**src/rtl/irqm_pkg.sv**
```systemverilog
package irqm_pkg;
  localparam logic [3:0] OFS_ENA_ON  = 4'h0;
  localparam logic [3:0] OFS_ENA_OFF = 4'h4;
  localparam logic [3:0] OFS_STATUS  = 4'hC;
  localparam int unsigned BANK_SHIFT = 4;

  typedef enum logic [1:0] {
    ACC_NONE,
    ACC_ON,
    ACC_OFF,
    ACC_STAT
  } acc_e;

  function automatic acc_e decode_ofs(input logic [3:0] ofs);
    case (ofs)
      OFS_ENA_ON:  decode_ofs = ACC_ON;
      OFS_ENA_OFF: decode_ofs = ACC_OFF;
      OFS_STATUS:  decode_ofs = ACC_STAT;
      default:     decode_ofs = ACC_NONE;
    endcase
  endfunction
endpackage

```
**src/rtl/irqm_bank.sv**
```systemverilog
module irqm_bank #(
  parameter int unsigned REG_W      = 32,
  parameter int unsigned VALID_BITS = 32
) (
  input  logic             clk,
  input  logic             rst,
  input  logic             on_stb,
  input  logic             off_stb,
  input  logic [REG_W-1:0] wdata,
  input  logic [REG_W-1:0] src,
  output logic [REG_W-1:0] ena,
  output logic [REG_W-1:0] stat
);
  localparam logic [REG_W-1:0] LIVE_MASK =
    (VALID_BITS >= REG_W) ? {REG_W{1'b1}} : REG_W'((64'd1 << VALID_BITS) - 64'd1);

  logic [REG_W-1:0] ena_q;
  logic [REG_W-1:0] on_bits;
  logic [REG_W-1:0] off_bits;

  assign on_bits  = on_stb  ? wdata : '0;
  assign off_bits = off_stb ? wdata : '0;

  always_ff @(posedge clk) begin
    if (rst) begin
      ena_q <= '0;
    end else begin
      ena_q <= ((ena_q | on_bits) & ~off_bits) & LIVE_MASK;
    end
  end

  assign ena  = ena_q;
  assign stat = src & ena_q;
endmodule

```
**src/rtl/irqm_group_or.sv**
```systemverilog
module irqm_group_or #(
  parameter int unsigned GROUP_W = 8
) (
  input  logic               clk,
  input  logic               rst,
  input  logic [GROUP_W-1:0] stat,
  output logic               line
);
  always_ff @(posedge clk) begin
    if (rst) begin
      line <= 1'b0;
    end else begin
      line <= |stat;
    end
  end
endmodule

```
**src/rtl/irqm_regport.sv**
```systemverilog
module irqm_regport
  import irqm_pkg::*;
#(
  parameter int unsigned NUM_BANKS = 5,
  parameter int unsigned REG_W     = 32,
  parameter int unsigned ADDR_W    = 12
) (
  input  logic                       clk,
  input  logic                       rst,
  input  logic [ADDR_W-1:0]          addr,
  input  logic                       we,
  input  logic [NUM_BANKS*REG_W-1:0] ena_flat,
  input  logic [NUM_BANKS*REG_W-1:0] stat_flat,
  output logic [NUM_BANKS-1:0]       on_stb,
  output logic [NUM_BANKS-1:0]       off_stb,
  output logic [REG_W-1:0]           rdata
);
  localparam int unsigned IDX_W = ADDR_W - BANK_SHIFT;

  logic [IDX_W-1:0]     bank_idx;
  acc_e                 kind;
  logic [NUM_BANKS-1:0] hit;
  logic [REG_W-1:0]     rd_next;

  assign bank_idx = addr[ADDR_W-1:BANK_SHIFT];
  assign kind     = decode_ofs(addr[BANK_SHIFT-1:0]);

  for (genvar b = 0; b < NUM_BANKS; b++) begin : g_hit
    assign hit[b]     = (bank_idx == IDX_W'(b));
    assign on_stb[b]  = we && hit[b] && (kind == ACC_ON);
    assign off_stb[b] = we && hit[b] && (kind == ACC_OFF);
  end

  always_comb begin
    rd_next = '0;
    for (int b = 0; b < NUM_BANKS; b++) begin
      if (hit[b]) begin
        case (kind)
          ACC_ON, ACC_OFF: rd_next = ena_flat[b*REG_W +: REG_W];
          ACC_STAT:        rd_next = stat_flat[b*REG_W +: REG_W];
          default:         rd_next = '0;
        endcase
      end
    end
  end

  always_ff @(posedge clk) begin
    if (rst) begin
      rdata <= '0;
    end else begin
      rdata <= rd_next;
    end
  end
endmodule

```
**src/rtl/irq_group_merge.sv**
```systemverilog
module irq_group_merge #(
  parameter int unsigned NUM_GROUPS = 20,
  parameter int unsigned GROUP_W    = 8,
  parameter int unsigned REG_W      = 32,
  parameter int unsigned ADDR_W     = 12
) (
  input  logic                          clk,
  input  logic                          rst,
  input  logic [NUM_GROUPS*GROUP_W-1:0] irq_in,
  input  logic [ADDR_W-1:0]             reg_addr,
  input  logic [REG_W-1:0]              reg_wdata,
  input  logic                          reg_we,
  output logic [REG_W-1:0]              reg_rdata,
  output logic [NUM_GROUPS-1:0]         group_irq
);
  localparam int unsigned GROUPS_PER_BANK = REG_W / GROUP_W;
  localparam int unsigned NUM_SRC   = NUM_GROUPS * GROUP_W;
  localparam int unsigned NUM_BANKS = (NUM_GROUPS + GROUPS_PER_BANK - 1) / GROUPS_PER_BANK;
  localparam int unsigned PAD_W     = NUM_BANKS * REG_W;

  logic [PAD_W-1:0]     src_pad;
  logic [PAD_W-1:0]     en_flat;
  logic [PAD_W-1:0]     stat_flat;
  logic [NUM_BANKS-1:0] on_stb;
  logic [NUM_BANKS-1:0] off_stb;

  assign src_pad = PAD_W'(irq_in);

  irqm_regport #(
    .NUM_BANKS(NUM_BANKS),
    .REG_W    (REG_W),
    .ADDR_W   (ADDR_W)
  ) regport_i (
    .clk      (clk),
    .rst      (rst),
    .addr     (reg_addr),
    .we       (reg_we),
    .ena_flat (en_flat),
    .stat_flat(stat_flat),
    .on_stb   (on_stb),
    .off_stb  (off_stb),
    .rdata    (reg_rdata)
  );

  for (genvar b = 0; b < NUM_BANKS; b++) begin : g_bank
    localparam int unsigned LEFT = NUM_SRC - b * REG_W;
    localparam int unsigned VB   = (LEFT > REG_W) ? REG_W : LEFT;
    irqm_bank #(
      .REG_W     (REG_W),
      .VALID_BITS(VB)
    ) bank_i (
      .clk    (clk),
      .rst    (rst),
      .on_stb (on_stb[b]),
      .off_stb(off_stb[b]),
      .wdata  (reg_wdata),
      .src    (src_pad[b*REG_W +: REG_W]),
      .ena    (en_flat[b*REG_W +: REG_W]),
      .stat   (stat_flat[b*REG_W +: REG_W])
    );
  end

  for (genvar g = 0; g < NUM_GROUPS; g++) begin : g_group
    irqm_group_or #(
      .GROUP_W(GROUP_W)
    ) or_i (
      .clk (clk),
      .rst (rst),
      .stat(stat_flat[g*GROUP_W +: GROUP_W]),
      .line(group_irq[g])
    );
  end
endmodule

```
**config.mk**
```make
export PLATFORM = sky130hd
export DESIGN_NAME = irq_group_merge
export DESIGN_NICKNAME = d
export VERILOG_FILES = /design/src/rtl/irqm_pkg.sv /design/src/rtl/irqm_bank.sv /design/src/rtl/irqm_group_or.sv /design/src/rtl/irqm_regport.sv /design/src/rtl/irq_group_merge.sv
export SDC_FILE = /design/constraint.sdc
export NUM_CORES = 1
export LEC_CHECK = 0
export BUFFER_PORTS_ARGS = -buffer_cell sky130_fd_sc_hd__buf_4
export CORE_MARGIN = 3
export CORE_UTILIZATION = 55
export CTS_CLUSTER_SIZE = 14
export DETAILED_ROUTE_END_ITERATION = 7
export GPL_TIMING_DRIVEN = 0
export HOLD_SLACK_MARGIN = 0.1
export PLACE_DENSITY = 0.84
export SLEW_MARGIN = 20
export SYNTH_ARGS = -nofsm -noshare
export SYNTH_HDL_FRONTEND = slang
export SYNTH_SLANG_ARGS = --single-unit
export TNS_END_PERCENT = 100
```
**constraint.sdc**
```tcl
create_clock -name clk -period 2.3 [get_ports clk]
set_input_delay 0 -clock clk [delete_from_list [all_inputs] [get_ports clk]]
set_output_delay 0 -clock clk [all_outputs]
set_load 0.05 [all_outputs]
```
==> results.json, run 1 <==
{
  "drt_iter0_drc": 2379,
  "post_drt_wl_per_cell_um": 27.0,
  "ys_warn_count": 0,
  "grt_pass1_vias": 13830,
  "grt_start_max_net_pins": 14,
  "top_usage_layer": "met2",
  "p_sw_share_pct": 27.0,
  "regToRegSetupSlack_ns": 0.24,
  "crit_slowest_cell": "dlygate4sd3_1",
  "vias": 14329,
  "via_per_inst": 6.96,
  "crit_family": "buffers and inverters",
  "hold_viol_final": 0,
  "timing.fmax_mhz": 428,
  "antenna_found_initial": 1,
  "multiInputGateArea_um2": 6010,
  "routabilityCongestion": 1.02,
  "p_leak_nw": 5.55,
  "cts_root_buffer": "clkbuf_16",
  "maxCapViolations": 0,
  "path_cells": "buf_4 > nor4_4 > dlygate4sd3_1 > nand2_1 > or2_2 > clkbuf_1 > o22ai_1",
  "ir_worst_vdd_uv": 453,
  "die_w_um": 150,
  "final-setup-viol-count": 5,
  "violations": "DRC, setup timing",
  "syn_inst": 1341,
  "area_growth_pct": 40.9,
  "status": "complete, but fails checks",
  "num-fill-cells": 1304,
  "p_int_mw": 6.34,
  "synth.area.top_cells": "dfxtp_1, a211oi_1, a21oi_1, a22oi_1, nand2_1",
  "grt_usage_pct": 47.4,
  "fin_crit_ns": 2.34,
  "cp_slowest_stage_delay_ns": 0.72,
  "grt_pass1_wl_mm": 81.2,
  "syn_area_per_cell_um2": 8.46,
  "nNetsFinal": 1989,
  "timing.rr.start": "g_bank[3].bank_i.ena[4]",
  "yosysTopAreaCell": "dfxtp_1",
  "crit_buf_inv": 3,
  "min_from": "irq_in[43]",
  "yosys_most_used_dff": "dfxtp_1",
  "ys_types": 40,
  "start_kind": "input port",
  "syn_area_um2": 11400,
  "clk_pin_slew_ns": 0.07,
  "p_sw_mw": 2.35,
  "clock_skew_ns": 0.0115,
  "endpoint_kind": "register",
  "clock_power_share_pct": 42.8,
  "regArea_um2": 4240,
  "rr_worst_depth": 4,
  "clock_latency_ns": 0.53,
  "die-area_um2": 22400,
  "port_buffers": 224,
  "cts_buffer_depth": 3,
  "worstPathMaxFanout": 10,
  "drtPass1Iterations": 8,
  "coreArea_um2": 19800,
  "drc_errors": 1,
  "dpl_worst_slack_ns": -0.681,
  "cts_max_level": 1,
  "hp-class": "input port to register",
  "dieHeight_um": 150,
  "hold_path_depth": 5,
  "crit_required_ns": 2.73,
  "synth-edff-count": 0,
  "drt_wl_total_mm": 55.7,
  "ios": 259,
  "drv_slew": 0,
  "p_per_area_nw_per_um2": 543,
  "synthArstFlopShare_pct": 0,
  "synth-seq-cells": 212,
  "slew_headroom_pct": 19.1,
  "cts_buffers": 23,
  "ant_nets": 0,
  "synth_top_cell_area_share_pct": 37.4,
  "start_util_pct": 57.2,
  "crit_arrival_ns": 2.76,
  "syn_nets": 1552,
  "use_met2_pct": 70.8,
  "crit_type": "input port to register",
  "grt_util_met3_pct": 17.4,
  "comb_power_share_pct": 14.9,
  "fin_util_pct": 80.6,
  "pwr-share-seq_pct": 42.3,
  "drive_gt1_share_pct": 22.4,
  "cts.sinks": 212,
  "n_antenna_cell": 0,
  "grt-ovfl-total": 0,
  "met1_usage_pct": 58.0,
  "rsz0062_at_grt": "no",
  "num_rows": 51,
  "dpl.hpwl_mm": 36.6,
  "worstMarginPinSlew_ns": 1.21,
  "yosysSeqAreaShare_pct": 37.4,
  "finalPower_mw": 8.68,
  "hold_end": "regport_i.rdata[11]",
  "rr_endpoint": "g_group[12].or_i.line",
  "min_period_over_period_pct": 102,
  "worst_slack_ns": -0.0370,
  "cts_tree": "built"
}
per-layer routing:
metal / up-vias / part of all wire, % / wire length [um]
met1: 6501 / 34 / 19000
met3: 433 / 16 / 9090
met2: 1480 / 41 / 23000
met4: 2 / 8.3 / 4620
met5: - / 0.023 / 13
li1: 5913 / - / -
through the flow:
step / area [um^2] / cells / hold slack [ns] / TNS [ns]
after floorplan: 11400 / 1341 / 0.207 / 0
after global placement: 13400 / 1830 / 0.280 / -13.84
after detailed placement: 13400 / 1830 / 0.282 / -15.13
after CTS: 16000 / 2058 / 0.101 / 0
after global routing: 16000 / 2059 / 0.132 / 0
final: 16000 / 2059 / 0.108 / -0.0659
worst max-delay path by stage:
| stage | from | cells after the start | slack (ns) | endpoint |
|---|---|---|---|---|
| after detailed placement | reg_addr[3] | 11 | -0.68 | regport_i.rdata[11] |
| after global routing | reg_addr[2] | 10 | 0.008 | regport_i.rdata[1] |
| after CTS | reg_addr[2] | 9 | 0.001 | regport_i.rdata[5] |
| final | reg_addr[9] | 7 | -0.04 | regport_i.rdata[2] |
| after global placement | reg_addr[3] | 11 | -0.65 | regport_i.rdata[11] |
| after floorplan | reg_addr[2] | 9 | 0.53 | regport_i.rdata[23] |
flip-flops by register name, summed over array words and instances, names as in the netlist:
signal / flops
g_bank.bank_i.ena: 160
g_group.or_i.line: 20
regport_i.rdata: 32
logic make-up (layout without fill, tap and decap cells):
kind of cell             count (synthesis)  in the layout  share of synthesized area (%)
AO/OA/AOI/OAI                          644            644                           40.2
XOR/XNOR                                 1              1                         0.0772
adder cells (fa/ha/maj)                  4              4                          0.441
buffers and inverters                  216            669                           9.69
flip-flops                             212            212                           37.4
AND/OR/NAND/NOR                        264            264                           12.2
area by class of cell:
type	instances	area share, %
Buffer	170	5.89
Clock buffer	35	4.19
Clock inverter	6	0.360
Inverter	46	1.08
Multi-Input combinational cell	913	37.6
Sequential cell	212	26.5
Tap cell	265	2.07
Timing Repair Buffer	412	22.3
power groups by stage:
| stage | Combinational [mW] | Sequential, mW | Clock, mW |
|---|---|---|---|
| CTS | 1.19 | 3.67 | 3.63 |
| finish | 1.29 | 3.67 | 3.72 |
| global route | 1.31 | 3.67 | 3.78 |
| floorplan | 0.442 | 3.76 | 0 |
| global placement | 0.984 | 3.75 | 0 |
| detailed placement | 0.987 | 3.75 | 0 |
placed cells by master (no fill, tap or decap), types with 21 or more instances in the layout:
master,count
a211oi_1,160
a211oi_2,42
a21boi_0,24
a21oi_1,201
a22oi_1,80
buf_2,22
buf_4,274
clkbuf_1,81
clkbuf_16,23
dfxtp_1,212
dlygate4sd3_1,188
inv_1,46
nand2_1,146
nand2b_1,42
nor2b_1,24
nor3b_1,23
o21ai_0,22
o32ai_1,21
cells in the mapped netlist (21+ instances only):
library cell,number
a21oi_1,201
nor2b_1,24
nand2_1,146
a211oi_1,161
inv_1,46
nor3b_1,23
clkbuf_1,83
a21boi_0,24
buf_2,21
o32ai_1,21
a211oi_2,41
nand2b_1,42
dfxtp_1,212
buf_4,50
a22oi_1,80
o21ai_0,22
worst min-delay path, stage by stage:
cell	delay (ns)
buf_4	0.13
nor2b_1	0.10
o32ai_1	0.10
o2111ai_1	0.11
a211oi_1	0.13
timing repair:
action | CTS | global route
endpoints found under the setup margin | 2 | 31
gates resized for setup | 2 | 20
endpoints found under the hold margin | 212 | 1
hold buffers | 187 | 1
buffers inserted | 0 | 0
(Power assumes the default switching activity.)
==> run 2, diff against run 1 <==
--- a/config.mk
+++ b/config.mk
@@ -9,3 +9,3 @@
 export CORE_MARGIN = 3
-export CORE_UTILIZATION = 55
+export CORE_UTILIZATION = 48
 export CTS_CLUSTER_SIZE = 14
@@ -14,3 +14,3 @@
 export HOLD_SLACK_MARGIN = 0.1
-export PLACE_DENSITY = 0.84
+export PLACE_DENSITY = 0.75
 export SLEW_MARGIN = 20
==> constraint.sdc (replaced) <==
create_clock -name clk -period 2.3 [get_ports clk]
set_input_delay 0.115 -clock clk [delete_from_list [all_inputs] [get_ports clk]]
set_output_delay 0.115 -clock clk [all_outputs]
set_load 0.05 [all_outputs]
==> run 2 against run 1 <==
Effect of this change: die area up 14%; clock skew about the same; register-to-register slack improved by 0.06 ns; critical path type unchanged; core utilization decreased by 13 points; the flow now finishes without violations; first-iteration DRC count shrank 27%; critical path depth is 2 lower.
==> results.json, run 2 (synthesis gave the netlist of run 1 again) <==
{
  "hold_end": "regport_i.rdata[3]",
  "hp-class": "input port to register",
  "fin_crit_ns": 2.27,
  "drive_gt1_share_pct": 23.5,
  "area_growth_pct": 37.2,
  "start_kind": "input port",
  "status": "finished clean",
  "final_cell_mix": "buf_4, dfxtp_1, a21oi_1",
  "ant_nets": 0,
  "ir_worst_vdd_uv": 467,
  "grt_usage_pct": 38.7,
  "final-setup-viol-count": 0,
  "fin_util_pct": 68.0,
  "grt_pass1_vias": 12911,
  "via_per_inst": 6.37,
  "hold_path_depth": 3,
  "port_buffers": 224,
  "cts_buffers": 24,
  "ios": 259,
  "drc_errors": 0,
  "coreArea_um2": 22900,
  "min_period_over_period_pct": 98.5,
  "cts_max_level": 1,
  "endpoint_kind": "register",
  "dp.cells": 1878,
  "worstPathMaxFanout": 10,
  "cts_root_buffer": "clkbuf_16",
  "maxCapViolations": 0,
  "nNetsFinal": 1936,
  "crit_buf_inv": 4,
  "antenna_found_initial": 0,
  "slew_headroom_pct": 24.5,
  "rr_worst_depth": 4,
  "finalPower_mw": 8.69,
  "num-fill-cells": 1913,
  "vias": 13072,
  "cts_buffer_depth": 3,
  "post_drt_wl_per_cell_um": 25.2,
  "p_per_area_nw_per_um2": 558,
  "rsz0062_at_grt": "no",
  "num_rows": 55,
  "drt_iter0_drc": 1746,
  "cts.sinks": 212,
  "path_cells": "clkbuf_1 > clkbuf_1 > clkbuf_1 > a41oi_1 > dlygate4sd3_1",
  "min_from": "irq_in[67]",
  "start_util_pct": 49.5,
  "worstMarginPinSlew_ns": 1.13,
  "die_w_um": 160,
  "drt_wl_total_mm": 51.8,
  "n_antenna_cell": 0,
  "timing.fmax_mhz": 441,
  "dieHeight_um": 160,
  "regToRegSetupSlack_ns": 0.30,
  "hold_viol_final": 0,
  "rr_endpoint": "g_group[0].or_i.line",
  "clock_latency_ns": 0.53,
  "crit_top_cell": "clkbuf_1",
  "grt_pass1_wl_mm": 76.7,
  "grt_start_max_net_pins": 14,
  "routabilityCongestion": 0.990,
  "p_leak_nw": 5.35,
  "clk_pin_slew_ns": 0.06,
  "crit_slowest_cell": "clkbuf_1",
  "timing.rr.start": "g_bank[0].bank_i.ena[6]",
  "die-area_um2": 25500,
  "largest_reg_flops": 160,
  "drtPass1Iterations": 7,
  "instances_no_fill": 2053,
  "crit_arrival_ns": 2.67,
  "grt-ovfl-total": 0,
  "final_common_cell": "buf_4",
  "crit_required_ns": 2.70,
  "crit_family": "buffers and inverters",
  "clock_skew_ns": 0.0113,
  "post-route-cell-area_um2": 15600,
  "cts_tree": "built",
  "crit_type": "input port to register",
  "dpl.hpwl_mm": 37.0,
  "drv_slew": 0,
  "hold_slack_ns": 0.0987,
  "cp_slowest_stage_delay_ns": 0.89,
  "place_area_um2": 13400
}
-- run 2: through the flow --
step / worst slack (ns) / setup TNS [ns]
2_1_floorplan: 0.411 / 0
3_3_place_gp: -0.865 / -34.94
3_5_place_dp: -0.881 / -34.30
4_1_cts: 0.0286 / 0
5_1_grt: 0.0112 / 0
6_report: 0.0338 / 0
-- run 2: report_power, final --
group	internal, mW	switching (mW)	total, mW
Sequential	3.67	0.000627	3.67
Clock	2.28	1.56	3.83
Combinational	0.492	0.691	1.18
-- run 2: cell type report --
class | instances | area [um^2] | area share, %
multi-input cells | 913 | 6010 | 38.6
inverters | 46 | 173 | 1.11
clock buffers | 35 | 723 | 4.64
flip-flops and latches | 212 | 4240 | 27.2
plain buffers | 170 | 948 | 6.09
well taps | 313 | 392 | 2.51
repair buffers | 358 | 3020 | 19.4
clock inverters | 6 | 60.1 | 0.386
-- run 2: what timing repair did --
item,4_1_cts,5_1_grt
gates cloned,0,0
endpoints found under the setup margin,28,33
endpoints found under the hold margin,203,0
setup buffers,0,0
resized for setup,8,20
hold buffers,134,0
-- run 2: worst register-to-register path, stage by stage (launching register included) --
cell and delay (ns):
dfxtp_1 0.36, a22oi_1 0.20, dlygate4sd3_1 0.59, a41oi_1 0.12, dlygate4sd3_1 0.63
-- run 2: how the worst max path moves through the flow --
stage,from,to,slack [ns],cells past startpoint
final,rst,g_group[2].or_i.line,0.03,5
after floorplan,reg_addr[2],regport_i.rdata[23],0.41,9
after global routing,rst,g_group[12].or_i.line,0.01,5
after CTS,reg_addr[2],regport_i.rdata[11],0.03,10
after global placement,reg_addr[2],regport_i.rdata[11],-0.87,10
after detailed placement,reg_addr[2],regport_i.rdata[11],-0.88,10
-- run 2: layer usage --
layer / vias up / wire length [um] / global-route usage (%)
met5: - / 0 / 0
met2: 999 / 22400 / 60.3
li1: 5792 / - / -
met1: 6055 / 19600 / 49.6
met3: 226 / 6550 / 9.88
met4: 0 / 3200 / 20.0
==> run 3, diff against run 2 <==
Settings changed: CORE_UTILIZATION 48 to 35, PLACE_DENSITY 0.75 to 0.59.
==> run 3 against run 2 <==
Effect of this change: the flow now finishes with violations (setup timing); first-iteration DRC count down 11%; design area up 1.7%; total power up 7.5%; sequential share of layout area down 0.46 points; register-to-register slack about the same; non-clock buffer count down 2; clock power up 16%; critical endpoint is now regport_i.rdata[1]; largest cell class unchanged; highest routed layer unchanged.
==> results.json, run 3 (synthesis gave the netlist of run 1 again) <==
{
  "cts_max_level": 1,
  "drt_iter0_drc": 1548,
  "start_util_pct": 35.7,
  "via_per_inst": 5.85,
  "rsz0062_at_grt": "no",
  "die_w_um": 186,
  "nNetsFinal": 1935,
  "drv_slew": 0,
  "finalPower_mw": 9.34,
  "grt_pass1_wl_mm": 76.2,
  "grt_usage_pct": 29.8,
  "routabilityCongestion": 0.946,
  "clk_pin_slew_ns": 0.06,
  "timing.fmax_mhz": 431,
  "crit_type": "input port to register",
  "start_kind": "input port",
  "crit_required_ns": 2.63,
  "n_antenna_cell": 0,
  "worst_slack_ns": -0.0183,
  "grt_start_max_net_pins": 13,
  "drt_wl_total_mm": 53.9,
  "worstMarginPinSlew_ns": 1.10,
  "hold_path_depth": 5,
  "cts_tree": "built",
  "ant_nets": 0,
  "area_growth_pct": 39.6,
  "dieHeight_um": 186,
  "clock_latency_ns": 0.54,
  "hp-class": "input port to register",
  "cts_buffer_depth": 3,
  "hold_viol_final": 0,
  "timing.rr.start": "g_bank[1].bank_i.ena[19]",
  "endpoint_kind": "register",
  "port_buffers": 224,
  "rr_worst_depth": 4,
  "p_per_area_nw_per_um2": 590,
  "largest_reg_flops": 160,
  "coreArea_um2": 31800,
  "cts.sinks": 212,
  "ir_worst_vdd_uv": 475,
  "ios": 259,
  "regToRegSetupSlack_ns": 0.30,
  "status": "complete, but fails checks",
  "min_from": "irq_in[118]",
  "cts_buffers": 25,
  "antenna_found_initial": 0,
  "vias": 12749,
  "grt_pass1_vias": 12023,
  "dpl.hpwl_mm": 39.3,
  "cts_root_buffer": "clkbuf_16",
  "p_leak_nw": 5.41,
  "final_cell_mix": "buf_4, dfxtp_1, a21oi_1",
  "final_common_cell": "buf_4",
  "final-setup-viol-count": 1,
  "die-area_um2": 34600,
  "fin_crit_ns": 2.32,
  "drc_errors": 0,
  "hold_end": "regport_i.rdata[22]",
  "drive_gt1_share_pct": 23.7,
  "postCtsSetupBuffers": 0,
  "crit_arrival_ns": 2.65,
  "grt-ovfl-total": 0,
  "num_rows": 65,
  "post_drt_wl_per_cell_um": 24.8,
  "violations": "setup timing",
  "worstPathMaxFanout": 10,
  "maxCapViolations": 0,
  "min_period_over_period_pct": 101,
  "clock_skew_ns": 0.0145,
  "slew_headroom_pct": 26.6,
  "drtPass1Iterations": 5,
  "rr_endpoint": "g_group[6].or_i.line",
  "fin_util_pct": 49.8
}
run 3: cell types whose count changed in the layout (fill, tap and decap cells not counted):
cell,delta
bufinv_16,+4
clkinv_2,-2
dlygate4sd3_1,-2
buf_1,+1
buf_2,-1
clkbuf_2,+1
clkbuf_8,+1
inv_6,+1
run 3: through the flow:
stage	instances	setup WS (ns)	hold WS (ns)	instance area [um^2]	TNS [ns]
final	2178	-0.0183	0.105	15800	-0.0183
after global routing	2178	0.00856	0.104	15800	0
after CTS	2178	0.0654	0.103	15800	0
after detailed placement	2000	-0.979	0.402	13600	-46.05
after global placement	2000	-0.980	0.399	13600	-46.52
after floorplan	1341	0.411	0.322	11400	0
run 3: layout make-up:
class,instances,area (um^2)
fillers,3042,16000
well taps,435,544
flip-flops and latches,212,4240
multi-input cells,913,6010
plain buffers,170,948
inverters,46,173
repair buffers,356,3000
clock buffers,37,741
clock inverters,9,179
run 3: how the worst max path moves through the flow:
stage | start | to | slack [ns]
floorplan | reg_addr[2] | regport_i.rdata[23] | 0.41
global route | reg_addr[2] | regport_i.rdata[1] | 0.009
detailed placement | reg_addr[2] | regport_i.rdata[11] | -0.98
global placement | reg_addr[2] | regport_i.rdata[11] | -0.98
finish | reg_addr[2] | regport_i.rdata[1] | -0.02
CTS | reg_addr[9] | g_bank[1].bank_i.ena[12] | 0.07
run 3: report_power, final:
group	switching [mW]	total [mW]	internal, mW
logic	0.710	1.20	0.494
registers	0.000616	3.67	3.67
clock network	1.68	4.46	2.79
total	2.39	9.34	6.95
run 3: critical path: stages:
cell,delay (ns)
buf_4,0.11
xnor2_1,0.11
and2_1,0.23
ha_1,0.38
clkbuf_1,0.45
clkbuf_2,0.49
a21oi_1,0.13
o31ai_1,0.39
o22ai_1,0.24
run 3: per-layer routing:
layer	vias up	routed length, um	GRT usage (%)
li1	5803	-	-
met1	5982	22000	40.3
met2	819	23500	46.4
met3	145	6140	7.09
met4	0	2260	11.4
met5	-	0	0
run 3: what timing repair did:
action,in CTS,in global routing
resized for setup,10,16
hold buffers,132,0
endpoints found under the hold margin,203,0
pin swaps,0,0
setup endpoints to repair,30,37
